--- config.mk ---
export PLATFORM = sky130hd
export DESIGN_NAME = rtc_alarm_match
export DESIGN_NICKNAME = d
export VERILOG_FILES = /design/src/rtl/rtc_alarm_pkg.sv /design/src/rtl/alarm_match_dp.sv /design/src/rtl/alarm_match_ctrl.sv /design/src/rtl/rtc_alarm_match.sv
export SDC_FILE = /design/constraint.sdc
export NUM_CORES = 1
export LEC_CHECK = 0
export CORE_UTILIZATION = 23
export CTS_CLUSTER_SIZE = 40
export DETAILED_ROUTE_END_ITERATION = 7
export GPL_ROUTABILITY_DRIVEN = 0
export GPL_TIMING_DRIVEN = 0
export PLACE_DENSITY = 0.56
export RECOVER_POWER = 100
export SETUP_SLACK_MARGIN = 0.05
export SYNTH_ARGS = -nofsm -noshare
export SYNTH_HDL_FRONTEND = slang
export SYNTH_SLANG_ARGS = --single-unit
--- constraint.sdc ---
create_clock -name clk -period 3.3 [get_ports clk]
set_input_delay 0.66 -clock clk [delete_from_list [all_inputs] [get_ports clk]]
set_output_delay 0.66 -clock clk [all_outputs]
set_load 0.03 [all_outputs]
--- src/rtl/rtc_alarm_pkg.sv ---
package rtc_alarm_pkg;
  localparam int FIELD_COUNT = 6;
  localparam int BYTE_W = 8;
  localparam int ADDR_W = $clog2(FIELD_COUNT + 1);
  localparam int TIME_W = FIELD_COUNT * BYTE_W;
  localparam int VAL_W = BYTE_W - 1;

  typedef struct packed {
    logic [FIELD_COUNT-1:0] wrSel;
    logic evalTick;
  } alarm_ctrl_t;
endpackage

--- src/rtl/alarm_match_dp.sv ---
module alarm_match_dp
  import rtc_alarm_pkg::*;
(
  input  logic                     clk,
  input  logic                     rstN,
  input  alarm_ctrl_t              ctrl,
  input  logic [BYTE_W-1:0]        wrData,
  input  logic [ADDR_W-1:0]        rdIdx,
  input  logic [TIME_W-1:0]        timeFields,
  output logic [BYTE_W-1:0]        rdData,
  output logic                     matchNow,
  output logic                     matchPrev
);
  logic [BYTE_W-1:0] alarmReg [FIELD_COUNT];
  logic [FIELD_COUNT-1:0] fieldOk;
  logic [FIELD_COUNT-1:0] enBits;

  for (genvar i = 0; i < FIELD_COUNT; i++) begin : g_field
    always_ff @(posedge clk or negedge rstN) begin
      if (!rstN) alarmReg[i] <= '0;
      else if (ctrl.wrSel[i]) alarmReg[i] <= wrData;
    end
    assign enBits[i]  = alarmReg[i][BYTE_W-1];
    assign fieldOk[i] = !enBits[i] ||
                        (alarmReg[i][VAL_W-1:0] == timeFields[i*BYTE_W +: VAL_W]);
  end

  assign matchNow = (|enBits) && (&fieldOk);

  always_comb begin
    rdData = '0;
    for (int i = 0; i < FIELD_COUNT; i++)
      if (rdIdx == ADDR_W'(i)) rdData = alarmReg[i];
  end

  always_ff @(posedge clk or negedge rstN) begin
    if (!rstN) matchPrev <= 1'b0;
    else if (ctrl.evalTick) matchPrev <= matchNow;
  end
endmodule

--- src/rtl/alarm_match_ctrl.sv ---
module alarm_match_ctrl
  import rtc_alarm_pkg::*;
(
  input  logic              clk,
  input  logic              rstN,
  input  logic              regWrEn,
  input  logic [ADDR_W-1:0] regAddr,
  input  logic              tickStrobe,
  input  logic              flagClear,
  input  logic              matchNow,
  input  logic              matchPrev,
  output alarm_ctrl_t       ctrl,
  output logic              alarmFlag
);
  logic matchRise;

  for (genvar i = 0; i < FIELD_COUNT; i++) begin : g_dec
    assign ctrl.wrSel[i] = regWrEn && (regAddr == ADDR_W'(i));
  end
  assign ctrl.evalTick = tickStrobe;

  assign matchRise = tickStrobe && matchNow && !matchPrev;

  always_ff @(posedge clk or negedge rstN) begin
    if (!rstN) alarmFlag <= 1'b0;
    else if (matchRise) alarmFlag <= 1'b1;
    else if (flagClear) alarmFlag <= 1'b0;
  end
endmodule

--- src/rtl/rtc_alarm_match.sv ---
module rtc_alarm_match
  import rtc_alarm_pkg::*;
(
  input  logic              clk,
  input  logic              rstN,
  input  logic              regWrEn,
  input  logic [2:0]        regAddr,
  input  logic [7:0]        regWrData,
  output logic [7:0]        regRdData,
  input  logic [47:0]       timeFields,
  input  logic              tickStrobe,
  input  logic              flagClear,
  output logic              alarmFlag
);
  alarm_ctrl_t ctrl;
  logic matchNow;
  logic matchPrev;

  alarm_match_ctrl u_ctrl (
    .clk(clk), .rstN(rstN), .regWrEn(regWrEn), .regAddr(regAddr),
    .tickStrobe(tickStrobe), .flagClear(flagClear),
    .matchNow(matchNow), .matchPrev(matchPrev),
    .ctrl(ctrl), .alarmFlag(alarmFlag)
  );

  alarm_match_dp u_dp (
    .clk(clk), .rstN(rstN), .ctrl(ctrl), .wrData(regWrData),
    .rdIdx(regAddr), .timeFields(timeFields), .rdData(regRdData),
    .matchNow(matchNow), .matchPrev(matchPrev)
  );
endmodule

# After elaboration in Yosys (flattened, before gate mapping)
# Index checks and enable logic that the tools add are counted.
# word_totals
register_bits,50
in_bits,64
output_inout_bits,9
elab_cells,53
# classes
n_eq_ne,11
n_mux,8
n_reduce_logical,26
# ops
cell,count
two-way mux 8 bit,6
equality test 7 bit,6
logical AND 1 bit,9
logical NOT 1 bit,7
"equality test 3 x 2 -> 1 bit, second input constant",2
"equality test 3 bit, second input constant",2
logical OR 1 bit,6
AND reduction 6 bit,1
OR reduction 6 bit,1
"equality test 3 x 1 -> 1 bit, second input constant",1
logical NOT 3 bit,1
two-way mux 1 bit,2
nonzero test 2 bit,1

# Logic depth before layout (Yosys ltp)
# depth
word_depth,7
depth_mapped,6
ltp_nobuf,5

# By module
# Synthesis repeated with hierarchy kept, for this count alone.
# unflattened
hier_cells,237
hier_area_um2,2795.2
# modules_own_cells
mod,n_inst,cells_each,area_each_um2,seq_area_each_um2
alarm_match_dp,1,223,2680.1,1226.2
alarm_match_ctrl,1,14,115.1,25.0

# Least setup slack after synthesis
# OpenSTA, ideal clock, no wires.
# synth_path
kind,input -> output
from,in regAddr[0]
to,out regRdData[7]
arrival_time_ns,1.773
required_time_ns,2.640
slack_ns,0.867
stages,6
path_buffers,2
cell_sequence,clkbuf_1 > buf_4 > mux2i_1 > nor2_1 > a21oi_1 > o221ai_1
# synth_via
elab_chain_len,7
elab_cells_between_ends,12
classes_between,eq/ne (5); mux (6); reduce/logical (1)
# synth_rtl
element,line_no,rtl
from (decl),rtc_alarm_match.sv:7,"input logic [2:0] regAddr,"
logical NOT 3 bit,alarm_match_dp.sv:33,if (rdIdx == ADDR_W'(i)) rdData = alarmReg[i];
two-way mux 8 bit (5 in a row),alarm_match_dp.sv:33,
two-way mux 8 bit *,alarm_match_dp.sv:33,
to (decl),rtc_alarm_match.sv:9,"output logic [7:0] regRdData,"
# Every way passes the cells marked *; elsewhere a longest branch is shown, timed or not.

# Final worst setup path
# layout_path
from,in regAddr[2]
to,out regRdData[7]
# The elaborated chain is that of the path after synthesis.

==> out/metrics.yaml <==
outcome:
  outcome: "finished with violations"
  violations: "max-capacitance violations, max-slew violations"
sta:
  tns_ns: 0
  hold_viol: 0
  slew_violations: 36
  period_share_pct: 95.5
  min_period_ns: 3.15
  slew_headroom_pct: -6.36
  max_freq_mhz: 317
  clock_skew_ns: 0.00335
  rsz0062_at_grt: "no"
  setup_viol: 0
  worst-slew-pin-transition_ns: 1.60
die:
  dieArea_mm2: 0.0127
  die_h_um: 113
  start_util_pct: 23.5
  die_w_um: 113
  ios: 73
  num_rows: 40
  core_mm2: 0.0120
clock_network:
  htreeDepth: 2
  cts_tree: "done"
  clock_latency_ns: 0.28
  cts.sinks: 50
  clk_path_buf_depth: 2
  cts_hold_buffers: 0
  clk_pin_slew_ns: 0.06
  post_cts_buffers: 0
  cts_buffers: 5
  clk_root_buffer_cell: "clkbuf_16"
yosys:
  netlist_area_mm2: 0.00281
  ys_seq_area_share_pct: 44.5
  synth_top_area_share_pct: 44.5
  synth_area_leaders: "dfrtp_1 (44%), mux2_2 (16%), xnor2_1 (7.5%)"
  synth_top_area_cell: "dfrtp_1"
  avgSynthCellArea_um2: 12.2
  synth-simple-area-share_pct: 7.61
  yosysWarnings: 0
  synth_cell_types: 29
  synth_ff_type: "dfrtp_1"
  synth_seq_cells: 50
  postSynth.asyncResetShare_pct: 100
  synth_xor_xnor_area_share_pct: 13.1
  synth-compound-area-share_pct: 6.63
  syn_nets: 294
  synth_mux_area_share_pct: 26.0
  synth_edf_count: 0
  netlist_top_cells_count: "dfrtp_1 (50), mux2_2 (40), xnor2_1 (24), xor2_1 (18), mux2i_1 (16)"
  synth_most_common_cell: "dfrtp_1"
  synth_top_family_by_area: "multiplexers"
  syn_inst: 230
  synth_fa_ha_area_share_pct: 0
drt:
  detail-route-antenna-nets: 0
  routedWlPerCell_um: 17.0
  vias: 2041
  drt_iter0_drc: 73
  route.detailed.drc: 0
  first_pass_iters: 4
  drt-total-wl_mm: 7.65
  viasPerCell: 4.53
setup_path:
  critical_path.endpoint_type: "primary output"
  reg2reg_setup_slack_ns: 1.35
  path_max_fanout: 6
  cp.required_ns: 2.64
  worstPathArrival_ns: 2.49
  critPathKind: "in2out"
  crit_path_start_kind: "input pin"
finish:
  drive_gt1_share_pct: 17.4
  nets: 367
  design_area_mm2: 0.00376
  diodes: 0
  area_delta_synth_final_pct: 33.8
  stdcell_count: 451
worst_hold_path:
  hp-class: "in2async"
power:
  p_switching_mw: 0.600
  clkPwrFrac_pct: 32.1
  power_density_mw_per_mm2: 560
  intPower_mw: 1.51
  comb_power_share_pct: 26.2
  peakVddDrop_uv: 311
  p_sw_share_pct: 28.5
  p_leak_nw: 1.50
  seqPwrFrac_pct: 41.7
place:
  dp.cells: 443
  dp_hpwl_mm: 6.09
  dpl_cell_area_mm2: 0.00366
  io_buffers: 65
global_route:
  gr-usage-all-layers_pct: 12.7
  antenna_found_initial: 0
  grt_max_degree: 36
  grt_pass1_vias: 2220
  grt_pass1_wl_mm: 12.1
  grt_overflow: 0
job:
  max-cap-violations: 1
[layer usage]
| layer | track usage, % | share of wire, % | vias up |
|---|---|---|---|
| met2 | 20.4 | 45 | 57 |
| met3 | 2.54 | 4.7 | 6 |
| li1 | - | - | 984 |
| met5 | 0 | 0 | - |
| met1 | 17.3 | 49 | 994 |
| met4 | 3.38 | 1.2 | 0 |
[layout make-up]
class	instances	area, um2
fillers	1266	8200
multi-input cells	170	1460
flip-flops and latches	50	1250
repair buffers	66	628
well taps	147	184
clock buffers	6	139
clock inverters	2	60.1
plain buffers	8	38.8
inverters	2	7.51
[flip-flops by register name, summed over array words and instances, names as in the netlist]
signal            flops
u_dp.alarmReg        48
u_ctrl.alarmFlag      1
u_dp.matchPrev        1
[cells by family (layout without fill, tap and decap cells)]
family / count (synthesis) / in the layout
AO/OA/AOI/OAI: 25 / 25
XOR/XNOR: 42 / 42
buffers and inverters: 10 / 84
flip-flops: 50 / 50
multiplexers: 64 / 64
AND/OR/NAND/NOR: 39 / 39
[cell usage in the layout, fill, tap and decap left out, types with 4 or more instances in the layout]
cell type	instances
a21oi_1	8
xor2_1	18
o41ai_1	6
dfrtp_1	50
nor2_1	11
mux2i_1	16
nand3_1	4
nand2_1	7
o221ai_1	8
xnor2_1	24
clkbuf_1	10
clkdlybuf4s50_1	53
nand4_1	7
clkbuf_16	5
mux2_2	40
mux2_1	6
[repair_timing]
item	4_1_cts	5_1_grt
pin swaps	0	0
endpoints found under the setup margin	8	5
gates resized for setup	8	13
[critical path, cell delays in order]
cell and delay, ns:
dlygate4sd3_1 0.60, nand2b_1 0.19, nor2_1 0.35, nand2_1 0.10, o221ai_1 0.10, clkdlybuf4s25_1 0.49
[path summary, 6_finish.rpt]
check	from	to	cells past startpoint
setup / recovery	regAddr[2]	regRdData[7]	6
min in group clk	u_dp.matchPrev	u_ctrl.alarmFlag	1
hold reg to reg	u_dp.matchPrev	u_ctrl.alarmFlag	1
setup reg to reg	u_dp.alarmReg[36]	u_ctrl.alarmFlag	5
hold / removal	rstN	u_dp.alarmReg[6]	1
max in group asynchronous	rstN	u_dp.alarmReg[42]	2
[power by group through the flow]
stage          Clock (mW)  Combinational [mW]  Sequential, mW
4_1_cts             0.693               0.586           0.879
6_report            0.676               0.552           0.878
3_5_place_dp            0               0.596           0.891
2_1_floorplan           0               0.380           0.857
5_1_grt             0.712               0.609           0.900
3_3_place_gp            0               0.585           0.885
[per-stage QoR]
stage	power, mW	hold WS [ns]	util (%)	worst slack, ns
after detailed placement	1.49	0.479	30.6	-0.147
final	2.11	0.472	31.5	0.148
after global routing	2.22	0.518	31.5	0.0449
after floorplan	1.24	0.364	-	0.867
after CTS	2.16	0.314	32.2	0.0901
after global placement	1.47	0.461	30.5	-0.150
Note: power is estimated with default switching activity, not from simulation.
